[config.mk]
export PLATFORM = sky130hd
export DESIGN_NAME = bytemove_dma
export DESIGN_NICKNAME = d
export VERILOG_FILES = /design/src/rtl/dmab_pkg.sv /design/src/rtl/dmab_ptr.sv /design/src/rtl/dmab_ctrl.sv /design/src/rtl/dmab_rdmux.sv /design/src/rtl/bytemove_dma.sv
export SDC_FILE = /design/constraint.sdc
export NUM_CORES = 1
export LEC_CHECK = 0
export BUFFER_PORTS_ARGS = -buffer_cell sky130_fd_sc_hd__buf_2
export CAP_MARGIN = 25
export CORE_ASPECT_RATIO = 0.9
export CORE_MARGIN = 10
export CORE_UTILIZATION = 40
export CTS_CLUSTER_SIZE = 16
export DETAILED_ROUTE_END_ITERATION = 10
export GPL_ROUTABILITY_DRIVEN = 0
export PLACE_DENSITY = 0.59
export RECOVER_POWER = 50
export SLEW_MARGIN = 20
export SYNTH_ARGS = -nofsm -noshare
export SYNTH_HDL_FRONTEND = slang
export SYNTH_SLANG_ARGS = --single-unit
[constraint.sdc]
create_clock -name clk -period 2.3 [get_ports clk]
set_clock_uncertainty 0.2 [all_clocks]
set_input_delay 0 -clock clk [delete_from_list [all_inputs] [get_ports clk]]
set_output_delay 0 -clock clk [all_outputs]
set_load 0.02 [all_outputs]
[src/rtl/dmab_pkg.sv]
`timescale 1ns/1ps
package dmab_pkg;
    typedef enum logic [2:0] {
        ST_IDLE  = 3'd0,
        ST_GRAB  = 3'd1,
        ST_TAKE  = 3'd2,
        ST_WAIT  = 3'd3,
        ST_READ  = 3'd4,
        ST_WRITE = 3'd5,
        ST_DROP  = 3'd6,
        ST_FREE  = 3'd7
    } dmab_state_e;

    localparam int STAT_BUSY = 0;
    localparam int STAT_DIR  = 1;
    localparam int STAT_SUSP = 2;
    localparam int STAT_DONE = 3;
endpackage

[src/rtl/dmab_ptr.sv]
`timescale 1ns/1ps
module dmab_ptr #(
    parameter int ADDR_W = 24,
    parameter int CNT_W  = 16,
    parameter int DW     = 8,
    parameter int LANES  = ADDR_W / DW + CNT_W / DW
) (
    input  logic                clk,
    input  logic                rst_n,
    input  logic [LANES-1:0]    ld_lane,
    input  logic [DW-1:0]       wdata,
    input  logic                step,
    output logic [ADDR_W-1:0]   ram_addr,
    output logic                cnt_zero,
    output logic                cnt_last,
    output logic [LANES*DW-1:0] lanes_flat
);
    localparam int AL = ADDR_W / DW;
    localparam int CL = CNT_W / DW;

    typedef struct packed {
        logic [ADDR_W-1:0] addr;
        logic [CNT_W-1:0]  cnt;
    } ptr_t;

    ptr_t ptr_d, ptr_q;

    always_comb begin
        ptr_d = ptr_q;
        for (int i = 0; i < AL; i++) begin
            if (ld_lane[i]) ptr_d.addr[i*DW +: DW] = wdata;
        end
        for (int i = 0; i < CL; i++) begin
            if (ld_lane[AL+i]) ptr_d.cnt[i*DW +: DW] = wdata;
        end
        if (step) begin
            ptr_d.addr = ptr_q.addr + ADDR_W'(1);
            ptr_d.cnt  = ptr_q.cnt - CNT_W'(1);
        end
    end

    always_ff @(posedge clk) begin
        if (!rst_n) ptr_q <= '0;
        else        ptr_q <= ptr_d;
    end

    assign ram_addr   = ptr_q.addr;
    assign cnt_zero   = (ptr_q.cnt == '0);
    assign cnt_last   = (ptr_q.cnt == CNT_W'(1));
    assign lanes_flat = {ptr_q.cnt, ptr_q.addr};
endmodule

[src/rtl/dmab_ctrl.sv]
`timescale 1ns/1ps
module dmab_ctrl
    import dmab_pkg::*;
#(
    parameter int          ADDR_W    = 24,
    parameter int          DW        = 8,
    parameter logic [ADDR_W-1:0] FIFO_ADDR = 24'h00D300
) (
    input  logic              clk,
    input  logic              rst_n,
    input  logic              start_req,
    input  logic              start_dir,
    input  logic              cnt_zero,
    input  logic              cnt_last,
    input  logic              int_pend,
    input  logic              dreq,
    input  logic [DW-1:0]     bus_rdata,
    input  logic [ADDR_W-1:0] ram_addr,
    output logic              busy,
    output logic              step,
    output logic [DW-1:0]     status,
    output logic              mpu_rdy,
    output logic              mpu_be,
    output logic              bus_own,
    output logic              rd_n,
    output logic              wr_n,
    output logic              dack_n,
    output logic [ADDR_W-1:0] bus_addr,
    output logic [DW-1:0]     bus_wdata
);
    typedef struct packed {
        dmab_state_e   st;
        logic          dir;
        logic          susp;
        logic          done;
        logic [DW-1:0] data;
    } ctl_t;

    ctl_t c_d, c_q;
    logic fifo_cyc;

    always_comb begin
        c_d = c_q;
        unique case (c_q.st)
            ST_IDLE: begin
                if (start_req) begin
                    c_d.dir  = start_dir;
                    c_d.susp = 1'b0;
                    c_d.done = cnt_zero;
                    if (!cnt_zero) c_d.st = ST_GRAB;
                end
            end
            ST_GRAB: c_d.st = ST_TAKE;
            ST_TAKE: c_d.st = ST_WAIT;
            ST_WAIT: begin
                if (int_pend) begin
                    c_d.susp = 1'b1;
                    c_d.st   = ST_DROP;
                end else if (dreq) begin
                    c_d.st = ST_READ;
                end
            end
            ST_READ: begin
                c_d.data = bus_rdata;
                c_d.st   = ST_WRITE;
            end
            ST_WRITE: begin
                if (cnt_last) begin
                    c_d.done = 1'b1;
                    c_d.st   = ST_DROP;
                end else if (int_pend) begin
                    c_d.susp = 1'b1;
                    c_d.st   = ST_DROP;
                end else begin
                    c_d.st = ST_WAIT;
                end
            end
            ST_DROP: c_d.st = ST_FREE;
            ST_FREE: c_d.st = ST_IDLE;
            default: c_d.st = ST_IDLE;
        endcase
    end

    always_ff @(posedge clk) begin
        if (!rst_n) c_q <= '0;
        else        c_q <= c_d;
    end

    always_comb begin
        busy     = (c_q.st != ST_IDLE);
        step     = (c_q.st == ST_WRITE);
        mpu_rdy  = (c_q.st == ST_IDLE);
        mpu_be   = (c_q.st == ST_IDLE) || (c_q.st == ST_GRAB) || (c_q.st == ST_FREE);
        bus_own  = (c_q.st == ST_WAIT) || (c_q.st == ST_READ) || (c_q.st == ST_WRITE);
        rd_n     = (c_q.st != ST_READ);
        wr_n     = (c_q.st != ST_WRITE);
        fifo_cyc = ((c_q.st == ST_READ) && !c_q.dir) || ((c_q.st == ST_WRITE) && c_q.dir);
        dack_n   = !(fifo_cyc && dreq);
        bus_addr = '0;
        if (bus_own) bus_addr = fifo_cyc ? FIFO_ADDR : ram_addr;
        bus_wdata = (c_q.st == ST_WRITE) ? c_q.data : '0;
        status = '0;
        status[STAT_BUSY] = busy;
        status[STAT_DIR]  = c_q.dir;
        status[STAT_SUSP] = c_q.susp;
        status[STAT_DONE] = c_q.done;
    end
endmodule

[src/rtl/dmab_rdmux.sv]
`timescale 1ns/1ps
module dmab_rdmux #(
    parameter int DW     = 8,
    parameter int REG_AW = 3,
    parameter int LANES  = 5
) (
    input  logic [REG_AW-1:0]   sel,
    input  logic [DW-1:0]       status,
    input  logic [LANES*DW-1:0] lanes_flat,
    output logic [DW-1:0]       rdata
);
    always_comb begin
        rdata = '0;
        if (sel == '0) rdata = status;
        for (int i = 0; i < LANES; i++) begin
            if (sel == REG_AW'(i + 1)) rdata = lanes_flat[i*DW +: DW];
        end
    end
endmodule

[src/rtl/bytemove_dma.sv]
`timescale 1ns/1ps
module bytemove_dma #(
    parameter int          ADDR_W    = 24,
    parameter int          CNT_W     = 16,
    parameter int          DATA_W    = 8,
    parameter int          REG_AW    = 3,
    parameter logic [23:0] FIFO_ADDR = 24'h00D300
) (
    input  logic              clk,
    input  logic              rst_n,
    input  logic              cs_n,
    input  logic              reg_we,
    input  logic [REG_AW-1:0] reg_addr,
    input  logic [DATA_W-1:0] reg_wdata,
    output logic [DATA_W-1:0] reg_rdata,
    input  logic              irq_n,
    input  logic              nmi_n,
    input  logic              dreq,
    output logic              dack_n,
    output logic              mpu_rdy,
    output logic              mpu_be,
    output logic              bus_own,
    output logic [ADDR_W-1:0] bus_addr,
    output logic [DATA_W-1:0] bus_wdata,
    input  logic [DATA_W-1:0] bus_rdata,
    output logic              rd_n,
    output logic              wr_n
);
    localparam int LANES = ADDR_W / DATA_W + CNT_W / DATA_W;

    logic                    wr_hit, busy, step, start_req;
    logic                    cnt_zero, cnt_last, int_pend;
    logic [LANES-1:0]        ld_lane;
    logic [ADDR_W-1:0]       ram_addr;
    logic [LANES*DATA_W-1:0] lanes_flat;
    logic [DATA_W-1:0]       status;

    assign wr_hit    = !cs_n && reg_we;
    assign start_req = wr_hit && (reg_addr == '0) && reg_wdata[0] && !busy;
    assign int_pend  = !irq_n || !nmi_n;

    for (genvar g = 0; g < LANES; g++) begin : g_lane
        assign ld_lane[g] = wr_hit && !busy && (reg_addr == REG_AW'(g + 1));
    end

    dmab_ptr #(.ADDR_W(ADDR_W), .CNT_W(CNT_W), .DW(DATA_W), .LANES(LANES)) u_ptr (
        .clk(clk), .rst_n(rst_n), .ld_lane(ld_lane), .wdata(reg_wdata),
        .step(step), .ram_addr(ram_addr), .cnt_zero(cnt_zero),
        .cnt_last(cnt_last), .lanes_flat(lanes_flat)
    );

    dmab_ctrl #(.ADDR_W(ADDR_W), .DW(DATA_W), .FIFO_ADDR(ADDR_W'(FIFO_ADDR))) u_ctrl (
        .clk(clk), .rst_n(rst_n), .start_req(start_req), .start_dir(reg_wdata[1]),
        .cnt_zero(cnt_zero), .cnt_last(cnt_last), .int_pend(int_pend),
        .dreq(dreq), .bus_rdata(bus_rdata), .ram_addr(ram_addr),
        .busy(busy), .step(step), .status(status),
        .mpu_rdy(mpu_rdy), .mpu_be(mpu_be), .bus_own(bus_own),
        .rd_n(rd_n), .wr_n(wr_n), .dack_n(dack_n),
        .bus_addr(bus_addr), .bus_wdata(bus_wdata)
    );

    dmab_rdmux #(.DW(DATA_W), .REG_AW(REG_AW), .LANES(LANES)) u_rdmux (
        .sel(reg_addr), .status(status), .lanes_flat(lanes_flat), .rdata(reg_rdata)
    );
endmodule

Word-level counts from Yosys, hierarchy flattened
Index checks and enable logic that the tools add are counted.
{"block": "totals", "reg_bits": 54, "inputBits": 26, "out_inout_bits": 46, "elab_cells": 99}
{"block": "op_classes", "n_addsub": 2, "eq_ne": 20, "n_mux": 27, "n_reduce_logical": 40}
{"op": "8-bit two-way mux", "n": 11}
{"op": "24-bit two-way mux", "n": 2}
{"op": "40-bit two-way mux", "n": 1}
{"op": "24-bit by 1-bit adder with 24-bit output, second input constant", "n": 1}
{"op": "3-bit case mux with 8 select lines", "n": 1}
{"op": "3-bit equality test, second input constant", "n": 6}
{"op": "16-bit by 1-bit equality test with 1-bit output, second input constant", "n": 1}
{"op": "16-bit zero test", "n": 1}
{"op": "16-bit by 1-bit subtractor with 16-bit output, second input constant", "n": 1}
{"op": "3-bit two-way mux", "n": 5}
{"op": "1-bit logical AND", "n": 13}
{"op": "3-bit by 2-bit equality test with 1-bit output, second input constant", "n": 4}
{"op": "2-bit nonzero test", "n": 6}
{"op": "3-bit != test, second input constant", "n": 3}
{"op": "3-bit AND reduction", "n": 3}
{"op": "3-bit by 1-bit equality test with 1-bit output, second input constant", "n": 2}
{"op": "1-bit zero test", "n": 6}
{"op": "3-bit zero test", "n": 2}
{"op": "1-bit logical OR", "n": 6}
{"op": "6-bit two-way mux", "n": 1}
{"op": "3-bit nonzero test", "n": 2}
{"op": "4-bit two-way mux", "n": 1}
{"op": "2-bit by 1-bit != test with 1-bit output, second input constant", "n": 2}
{"op": "2-bit != test, second input constant", "n": 2}
{"op": "other kinds (4)", "n": 6}

Logic depth before layout (Yosys ltp)
Gate-level depths: netlist of the first run.
{"block": "logic_depth", "depth_word": 7, "depth_mapped": 7, "ltp_nobuf": 6}

Cells and area by module
Synthesis of the first run repeated with hierarchy kept, for this count alone.
{"block": "unflattened", "hier_cells": 517, "hier_area_um2": 4171.5}
{"module": "dmab_ptr", "instances": 1, "cells_per_inst": 325, "area_each_um2": 2522.4, "seq_area_each_um2": 800.8}
{"module": "dmab_ctrl", "instances": 1, "cells_per_inst": 134, "area_each_um2": 1112.3, "seq_area_each_um2": 280.3}
{"module": "dmab_rdmux", "instances": 1, "cells_per_inst": 47, "area_each_um2": 457.9, "seq_area_each_um2": 0.0}
{"module": "bytemove_dma", "instances": 1, "cells_per_inst": 11, "area_each_um2": 78.8, "seq_area_each_um2": 0.0}

Worst setup path before layout of the first run
No wires, ideal clock.
{"block": "synth_timing", "kind": "register to register", "start": "register u_ctrl.c_q[11] in the netlist's numbering", "end": "register u_ptr.ptr_q, in the netlist u_ptr.lanes_flat[37]", "arrival_time_ns": 1.770, "t_required_ns": 1.984, "setup_slack_ns": 0.214, "stages_incl_launch_ff": 7, "path_buffers": 1, "period_less_slack_ns": 2.086, "path_cell_list": "dfxtp_1 or3_1 inv_1 buf_2 nand4_1 o32a_1 and3_1"}
{"block": "synth_between", "elab_chain_cells": 5, "elab_cells_between_ends": 7}
{"element": "start, declared", "line_no": "dmab_ctrl.sv:39", "text": "ctl_t c_d, c_q;"}
{"element": "start signal, assigned", "line_no": "dmab_ctrl.sv:85", "text": "if (!rst_n) c_q <= '0;"}
{"element": "start signal, assigned", "line_no": "dmab_ctrl.sv:86", "text": "else c_q <= c_d;"}
{"element": "3-bit nonzero test", "line_no": "dmab_ctrl.sv:90", "text": "busy = (c_q.st != ST_IDLE);"}
{"element": "1-bit zero test", "line_no": "bytemove_dma.sv:43", "text": "assign ld_lane[g] = wr_hit && !busy && (reg_addr == REG_AW'(g + 1));"}
{"element": "1-bit logical AND (2 in a row)", "line_no": "bytemove_dma.sv:43"}
{"element": "2-bit nonzero test (no line)"}
{"element": "end signal, assigned", "line_no": "dmab_ptr.sv:44", "text": "else ptr_q <= ptr_d;"}
{"element": "end, declared", "line_no": "dmab_ptr.sv:26", "text": "ptr_t ptr_d, ptr_q;"}
Parallel ways exist; a longest one is shown, timed or not.
A chain may end at the register's enable or synchronous reset.

Worst setup path in the final report of the first run
{"block": "layout_timing", "start": "register u_ctrl.c_q[11] in the netlist's numbering", "end": "output wr_n"}
{"block": "layout_between", "elab_chain_cells": 1}
{"element": "3-bit != test", "line_no": "dmab_ctrl.sv:96", "text": "wr_n = (c_q.st != ST_WRITE);"}
{"element": "end, declared", "line_no": "bytemove_dma.sv:27", "text": "output logic wr_n"}
Every way passes these cells.

==> results.tsv, run 1 <==
stage	metric	value	unit
run_status	outcome	complete, no violations	
placement	port_buffers	71	
pwr	p_seq_share	50.7	%
drt	drc_errors	0	
sta	setup_violations	0	
sta	slew_violations	0	
final_layout	final_cells	728	
floorplanning	die_w	123	um
logic_synthesis	avgSynthCellArea	7.62	um2
cts	cts_buffer_depth	2	
sta	period_share	95.7	%
cts	tritoncts	built	
floorplanning	initial_utilization	41.4	%
pwr	ir_worst_vdd	402	uV
drt	vias	4377	
drt	routed_via_density	6.01	
logic_synthesis	ys_seq_area_share	28.5	%
drt	wirelength	14100	um
pwr	p_comb_share	13.0	%
worst_setup_path	crit_arrival	2000	ps
floorplanning	core	0.00917	mm2
final_layout	final_cell_mix	54 x dfxtp_1, 51 x buf_2, 47 x nand2_1, 39 x buf_4, 35 x a21oi_1	
logic_synthesis	synth_nets	528	
global_routing	grt_overflow_total	0	
logic_synthesis	synth.ff_latch_count	54	
pwr	p_int	0.00138	W
sta	fin_tns_setup	0	ps
pwr	sw_frac_of_total	27.2	%
cts	post-cts-setup-buffers	0	
worst_setup_path	critPathLaunchType	flop	
logic_synthesis	synth.top_cell.area_share	28.5	%
pwr	power.switching	0.000516	W
cts	htreeDepth	2	
pwr	p_leak	1.88	nW
logic_synthesis	yosys.area.top_type	dfxtp_1	
drt	first_pass_iters	5	
logic_synthesis	synth.distinct_cells	63	
cts	ctsRootBufferMaster	clkbuf_8	
worst_setup_path	end_kind	output pin	
sta	finalHoldViolCount	0	
final_layout	final_util	52.3	%
logic_synthesis	synth_area	0.00379	mm2
drt	antenna_left	0	
worst_setup_path	crit_type	reg2out	
worst_setup_path	cp.required	2100	ps
pwr	powerDensity	395	mW/mm2
sta	rsz0062_at_grt	false	
pwr	pwr-share-clk	36.3	%
final_layout	final_nets	635	
sta	timing.slew.headroom	64.1	%
sta	tightest_slew	537	ps
global_routing	grt_pass1_vias	4096	
global_routing	antenna_found_initial	0	
cts	worstSkewPairLatency	310	ps
sta	hold_ws	109	ps
global_routing	grt_first_pass_wirelength	22300	um
floorplanning	std_cell_rows	33	
floorplanning	num_io_pins	72	
placement	dpl.cell_count	699	
drt	route.detailed.wl_per_inst	19.3	um
global_routing	grt_usage	19.9	%
logic_synthesis	synth_edf_count	0	
floorplanning	die-area	0.0138	mm2
worst_setup_path	cp_max_fo	14	
final_layout	synthToLayoutAreaGrowth	26.3	%
logic_synthesis	yosysWarningCount	0	
worst_hold_path	hp-class	in2reg	
placement	dpl.hpwl	10400	um
final_layout	drive_above_1_share	19.3	%
floorplanning	die_h	112	um
sta	fin_crit	2200	ps
final_layout	final_common_cell	dfxtp_1	
logic_synthesis	syn_inst	498	
cts	clk_pin_slew_worst_paths	110	ps
logic_synthesis	async_flop_share	0	%
logic_synthesis	synthTopCellsByArea	dfxtp_1 28%, and2_1 5.8%, mux2i_1 4.7%	
sta	max_freq	0.454	GHz
flow_run	cap_viol_max_count	0	
drt	first_iter_violations	393	
logic_synthesis	synth_ff_type	dfxtp_1	
cts	cts_buffers	5	
global_routing	grt_max_degree	40	
cts	cts.sinks	54	
final_layout	antenna_cells	0	
==> synth_stat cells (5+ instances only) <==
| library cell | n |
|---|---|
| a211oi_1 | 8 |
| a21oi_1 | 35 |
| a22oi_1 | 8 |
| a2bb2oi_1 | 6 |
| a31o_2 | 6 |
| a31oi_1 | 14 |
| and2_1 | 35 |
| and3_1 | 6 |
| and4_1 | 5 |
| buf_2 | 5 |
| clkbuf_1 | 31 |
| dfxtp_1 | 54 |
| inv_1 | 12 |
| mux2i_1 | 18 |
| nand2_1 | 47 |
| nand2b_1 | 5 |
| nand3_1 | 23 |
| nand4_1 | 17 |
| nor2_1 | 28 |
| nor2b_1 | 5 |
| nor3_1 | 6 |
| nor4_1 | 8 |
| o211ai_1 | 12 |
| o21ai_0 | 22 |
| or3_1 | 9 |
==> per-stage QoR <==
| step | cell area, um2 | total power, W | worst slack, ps |
|---|---|---|---|
| after global placement | 4510 | 0.00119 | 220 |
| after detailed placement | 4510 | 0.00119 | 196 |
| after CTS | 4840 | 0.00190 | 118 |
| after floorplan | 3790 | 0.00109 | 214 |
| after global routing | 4790 | 0.00196 | 2.21 |
| final | 4790 | 0.00189 | 99.6 |
==> registers in the layout, indices dropped and copies added (netlist names) <==
| name | cells |
|---|---|
| u_ptr.ram_addr | 24 |
| u_ptr.lanes_flat | 16 |
| u_ctrl.status | 3 |
| u_ctrl.c_q | 11 |
==> logic make-up after synthesis <==
logic type,after synthesis,synth area share (%)
compound gates,149,26.9
xor+xnor,3,0.693
fa+ha+maj,4,1.32
buf+inv,52,5.31
flops,54,28.5
mux,21,5.64
simple gates,215,31.7
==> worst max-delay path: stages (launching register included) <==
cell and delay [ps]:
dfxtp_1 350, buf_4 190, and3b_1 260, clkinv_1 260
buf_4 280, buf_4 170, buf_2 160
==> repair_timing <==
item                       4_1_cts  5_1_grt
hold endpoints to repair        50        0
hold buffers                    21        0
setup endpoints to repair        5        1
gates resized for setup          1        1
==> layout make-up <==
type                            count  area (um2)
Tap cell                          122         153
Clock buffer                        5        68.8
Inverter                           15        56.3
Multi-Input combinational cell    392        2510
Sequential cell                    54        1080
Fill cell                         912        4370
Timing Repair Buffer              137         873
Clock inverter                      3        47.5
==> path summary, 6_finish.rpt <==
check / start / endpoint / slack (ps) / cells after the start
hold reg to reg: u_ctrl.c_q[7]$_SDFFE_PN0P_ / u_ctrl.c_q[7]$_SDFFE_PN0P_ / 260 / 2
setup reg to reg: u_ctrl.c_q[12]$_SDFFE_PN0P_ / u_ptr.ram_addr[9]$_SDFFE_PN0P_ / 140 / 5
setup / recovery: u_ctrl.c_q[11]$_SDFFE_PN0P_ / wr_n / 100 / 6
hold / removal: reg_we / u_ptr.lanes_flat[31]$_SDFFE_PN0P_ / 110 / 6
==> power groups by stage <==
stage,registers [W],clock network [W],logic (W)
detailed placement,0.000980,0,0.000214
global route,0.000961,0.000736,0.000264
CTS,0.000959,0.000700,0.000242
floorplan,0.000977,0,0.000116
global placement,0.000980,0,0.000213
finish,0.000960,0.000688,0.000246
==> metal layers <==
metal / track usage, % / wire length [um] / vias up
li1: - / - / 2106
met1: 27.4 / 6100 / 2042
met2: 30.6 / 6300 / 208
met3: 4.86 / 1430 / 21
met4: 4.08 / 234 / 0
met5: 0 / 0 / -
Power figures use the tool's default switching activity.
==> inputs of run 2 (changes only) <==
--- a/config.mk
+++ b/config.mk
@@ -13,7 +13,7 @@
 export CTS_CLUSTER_SIZE = 16
 export DETAILED_ROUTE_END_ITERATION = 10
 export GPL_ROUTABILITY_DRIVEN = 0
-export PLACE_DENSITY = 0.59
+export PLACE_DENSITY = 0.63
 export RECOVER_POWER = 50
 export SLEW_MARGIN = 20
 export SYNTH_ARGS = -nofsm -noshare
==> constraint.sdc (replaced) <==
create_clock -name clk -period 2.3 [get_ports clk]
set_clock_uncertainty 0.2 [all_clocks]
set_input_delay 0.46 -clock clk [delete_from_list [all_inputs] [get_ports clk]]
set_output_delay 0.46 -clock clk [all_outputs]
set_load 0.02 [all_outputs]
==> results.tsv, run 2 (synthesis gave the netlist of run 1 again) <==
stage	metric	value	unit
drt	first_iter_violations	520	
sta	setup_ws	-130	ps
cts	cts_buffers	5	
floorplanning	die_h	112	um
cts	ctsRootBufferMaster	clkbuf_8	
worst_setup_path	critPathLaunchType	flop	
floorplanning	core	0.00917	mm2
sta	fin_crit	2430	ps
drt	first_pass_iters	5	
pwr	p_comb_share	13.5	%
floorplanning	num_io_pins	72	
final_layout	largest_reg_flops	24	
final_layout	multi_input_area	0.00268	mm2
floorplanning	std_cell_rows	33	
floorplanning	die_w	123	um
drt	antenna_left	0	
drt	vias	4645	
global_routing	grt_usage	20.5	%
cts	tritoncts	built	
sta	setup_violations	3	
cts	clk_pin_slew_worst_paths	100	ps
drt	route.detailed.wl_per_inst	20.6	um
worst_setup_path	crit_arrival	1770	ps
placement	port_buffers	71	
final_layout	final_cells	733	
pwr	sw_frac_of_total	27.6	%
pwr	ir_worst_vdd	228	uV
pwr	powerDensity	349	mW/mm2
sta	rsz0062_at_grt	true	
drt	drc_errors	0	
pwr	p_int	0.00128	W
global_routing	grt_pass1_vias	4207	
sta	timing.slew.headroom	64.0	%
run_status	failed_checks	setup timing	
pwr	p_seq_share	54.2	%
pwr	power.switching	0.000488	W
run_status	outcome	complete, but fails checks	
final_layout	final_common_cell	buf_4	
final_layout	fillerInstances	898	
sta	hold_ws	171	ps
global_routing	grt_max_degree	27	
final_layout	final_cell_mix	72 x buf_4, 51 x buf_2, 50 x dfxtp_1, 47 x nand2_1, 35 x a21oi_1	
worst_setup_path	cp_max_fo	4	
sta	tightest_slew	540	ps
flow_run	cap_viol_max_count	0	
placement	dpl.cell_count	714	
worst_setup_path	crit_type	reg2out	
cts	htreeDepth	2	
cts	cts_buffer_depth	2	
pwr	p_leak	2.07	nW
global_routing	grt_first_pass_wirelength	23000	um
sta	finalHoldViolCount	0	
sta	period_share	106	%
pwr	pwr-share-clk	32.2	%
cts	worstSkewPairLatency	320	ps
global_routing	grt_overflow_total	0	
sta	max_freq	0.412	GHz
final_layout	antenna_cells	0	
final_layout	drive_above_1_share	32.1	%
worst_hold_path	hp-class	in2reg	
floorplanning	initial_utilization	41.4	%
floorplanning	die-area	0.0138	mm2
drt	wirelength	15100	um
global_routing	antenna_found_initial	0	
placement	dpl.hpwl	10900	um
final_layout	synthToLayoutAreaGrowth	33.3	%
final_layout	final_nets	640	
cts	cts.sinks	54	
worst_setup_path	end_kind	output pin	
sta	slew_violations	0	
final_layout	seq_area	0.00109	mm2
worst_setup_path	cp.required	1640	ps
drt	routed_via_density	6.34	
## run 2: what timing repair did
item | in CTS | in global routing
cloned | 0 | 3
pin swaps | 1 | 4
resized for setup | 12 | 69
hold buffers | 0 | 0
setup endpoints to repair | 33 | 39
setup buffers | 1 | 7
hold endpoints to repair | 0 | 0
## run 2: power by group through the flow
stage | clock [W] | combinational, W | sequential, W
6_report | 0.000569 | 0.000239 | 0.000959
5_1_grt | 0.000617 | 0.000256 | 0.000960
4_1_cts | 0.000577 | 0.000231 | 0.000960
3_5_place_dp | 0 | 0.000229 | 0.000983
3_3_place_gp | 0 | 0.000226 | 0.000982
2_1_floorplan | 0 | 0.000118 | 0.000977
## run 2: worst max-delay path, cell delays in order, from the launching register on
cell,delay [ps]
dfxtp_4,370
or3_4,390
mux2i_1,150
o21ai_1,80
a221o_1,330
buf_6,150
## run 2: area by class of cell
class / instances / area share, %
clock buffers: 7 / 1.71
clock inverters: 1 / 0.0990
inverters: 15 / 1.19
multi-input cells: 395 / 53.0
flip-flops and latches: 54 / 21.6
well taps: 122 / 3.02
repair buffers: 139 / 19.3
## run 2: final timing paths
kind,start,endpoint,slack [ps],cells past startpoint
worst min-delay path,bus_rdata[4],u_ctrl.c_q[4]$_SDFFE_PN0P_,170,3
worst max register to register,u_ctrl.c_q[13]$_SDFFE_PN0P_,u_ptr.lanes_flat[31]$_SDFFE_PN0P_,30,5
worst max-delay path,u_ctrl.c_q[13]$_SDFFE_PN0P_,reg_rdata[0],-130,5
worst min register to register,u_ctrl.c_q[3]$_SDFFE_PN0P_,u_ctrl.c_q[3]$_SDFFE_PN0P_,260,2
## run 2: routing by layer
layer	GRT usage (%)	part of all wire [%]
met1	28.4	43
met2	30.9	44
met3	4.66	10
met4	5.73	2.5
met5	0	0
## run 2: metrics by stage
stage               area (um2)  total power [W]  setup slack, ps  setup TNS, ps  utilization [%]
floorplan                 3820          0.00110             15.0              0                -
global placement          4630          0.00121             43.0              0             50.5
detailed placement        4630          0.00121             21.5              0             50.5
CTS                       4760          0.00177             -154           -154             51.9
global route              5060          0.00183             -212           -713             55.2
finish                    5060          0.00177             -130           -138             55.2
==> inputs of run 3 (changes only) <==
--- a/config.mk
+++ b/config.mk
@@ -7,7 +7,7 @@
 export LEC_CHECK = 0
 export BUFFER_PORTS_ARGS = -buffer_cell sky130_fd_sc_hd__buf_2
 export CAP_MARGIN = 25
-export CORE_ASPECT_RATIO = 0.9
+export CORE_ASPECT_RATIO = 0.6
 export CORE_MARGIN = 10
 export CORE_UTILIZATION = 40
 export CTS_CLUSTER_SIZE = 16
==> constraint.sdc (replaced) <==
create_clock -name clk -period 2.3 [get_ports clk]
set_clock_uncertainty 0.2 [all_clocks]
set_input_delay 0 -clock clk [delete_from_list [all_inputs] [get_ports clk]]
set_output_delay 0 -clock clk [all_outputs]
set_load 0.02 [all_outputs]
==> results.tsv, run 3 (synthesis gave the netlist of run 1 again) <==
stage	metric	value	unit
placement	placed_area	0.00452	mm2
sta	fin_crit	2170	ps
placement	port_buffers	71	
cts	clk_pin_slew_worst_paths	70	ps
worst_setup_path	end_kind	output pin	
final_layout	fin_area	0.00482	mm2
worst_setup_path	max_stage_delay	510	ps
floorplanning	die-area	0.0139	mm2
worst_setup_path	path_delay_family	buffers and inverters	
pwr	powerDensity	409	mW/mm2
drt	antenna_left	0	
floorplanning	initial_utilization	41.1	%
sta	timing.slew.headroom	58.6	%
worst_setup_path	crit_arrival	1970	ps
sta	tightest_slew	620	ps
sta	setup_violations	0	
run_status	outcome	complete, no violations	
final_layout	drive_above_1_share	19.8	%
final_layout	fillerInstances	915	
worst_setup_path	crit_slowest_cell	and3b_1	
floorplanning	std_cell_rows	27	
worst_hold_path	hp-class	in2reg	
cts	worstSkewPairLatency	300	ps
global_routing	grt_max_degree	29	
final_layout	final_nets	637	
pwr	ir_worst_vdd	276	uV
drt	drc_errors	0	
flow_run	cap_viol_max_count	0	
pwr	p_leak	1.91	nW
drt	wirelength	14600	um
floorplanning	die_h	95.4	um
cts	cts_buffers	5	
drt	route.detailed.wl_per_inst	19.8	um
global_routing	grt_usage	20.4	%
global_routing	antenna_found_initial	0	
final_layout	synthToLayoutAreaGrowth	27.0	%
floorplanning	core	0.00922	mm2
final_layout	antenna_cells	0	
sta	fin_tns_setup	0	ps
drt	vias	4512	
final_layout	final_cell_mix	54 x buf_2, 54 x dfxtp_1, 47 x nand2_1, 40 x buf_4, 35 x a21oi_1	
floorplanning	num_io_pins	72	
cts	tritoncts	built	
worst_setup_path	path_cells	and3b_1, clkbuf_2, buf_4, and2_1, buf_2	
final_layout	seq_area	0.00108	mm2
worst_setup_path	crit_type	reg2out	
sta	period_share	94.5	%
sta	rsz0062_at_grt	false	
worst_setup_path	critPathBufInv	3	
drt	routed_via_density	6.12	
cts	htreeDepth	2	
global_routing	grt_first_pass_wirelength	23100	um
placement	dpl.hpwl	11000	um
cts	cts.sinks	54	
final_layout	multi_input_area	0.00251	mm2
drt	first_pass_iters	5	
final_layout	largest_reg_flops	24	
cts	ctsRootBufferMaster	clkbuf_16	
sta	hold_ws	19.0	ps
drt	first_iter_violations	799	
global_routing	grt_pass1_vias	4104	
worst_setup_path	cp.required	2100	ps
sta	slew_violations	0	
cts	cts_buffer_depth	2	
floorplanning	die_w	146	um
worst_setup_path	critPathLaunchType	flop	
worst_setup_path	cp_max_fo	12	
sta	finalHoldViolCount	0	
global_routing	grt_overflow_total	0	
sta	max_freq	0.460	GHz
==> run 3: cell count changes in the layout (fill, tap and decap cells not counted), moves of 4 or more <==
cell           before  now
dlygate4sd3_1       0   20
and2_4             13    0
and2_1             22   34
clkbuf_16           0    5
buf_6              14    0
o21ai_0            17   22
a22o_4              4    0
dfxtp_1            50   54
clkbuf_1            2   23
clkbuf_8            6    0
buf_4              72   40
==> run 3: area by class of cell <==
cell class,count,area share (%)
multi-input combinational,392,52.2
sequential,54,22.4
timing repair buffer,139,18.0
tap,130,3.38
clock buffer,6,2.67
inverter,15,1.17
clock inverter,1,0.156
==> run 3: through the flow <==
stage	cells	total power [W]	worst slack, ps	utilization (%)
after floorplan	498	0.00109	214	-
after global placement	709	0.00119	239	49.0
after detailed placement	709	0.00120	196	49.0
after CTS	736	0.00198	181	52.7
after global routing	737	0.00204	19.7	52.2
final	737	0.00197	126	52.2
==> run 3: final timing paths <==
| path | startpoint | end | slack [ps] | cells past startpoint |
|---|---|---|---|---|
| max | u_ctrl.c_q[12]$_SDFFE_PN0P_ | bus_wdata[1] | 130 | 5 |
| max reg2reg | u_ctrl.c_q[11]$_SDFFE_PN0P_ | u_ptr.lanes_flat[37]$_SDFFE_PN0P_ | 140 | 6 |
| min reg2reg | u_ctrl.c_q[6]$_SDFFE_PN0P_ | u_ctrl.c_q[6]$_SDFFE_PN0P_ | 260 | 2 |
| min | dreq | u_ctrl.c_q[13]$_SDFFE_PN0P_ | 20 | 4 |
==> run 3: metal layers <==
layer | GRT usage, % | vias to the layer above | routed length, um | share of wire [%]
li1 | - | 2098 | - | -
met1 | 28.0 | 2123 | 6410 | 44
met2 | 31.0 | 269 | 6220 | 43
met3 | 6.29 | 22 | 1780 | 12
met4 | 4.19 | 0 | 159 | 1.1
met5 | 0 | - | 0 | 0
==> run 3: worst min-delay path, cell delays in order <==
cell and delay, ps:
buf_2 120, o211ai_1 180, a21oi_1 70, o41a_1 100
==> run 3: timing repair <==
item	CTS	global route
gates resized for setup	1	0
setup endpoints to repair	5	2
hold buffers	20	0
setup buffers	0	1
pin swaps	0	1
hold endpoints to repair	49	0
==> run 3: power breakdown <==
part           switching [W]  leakage (nW)  internal (W)
Combinational       0.000150          1.41      0.000100
Clock               0.000363        0.0629      0.000400
Sequential         0.0000131         0.436      0.000945
Total               0.000526          1.91       0.00145
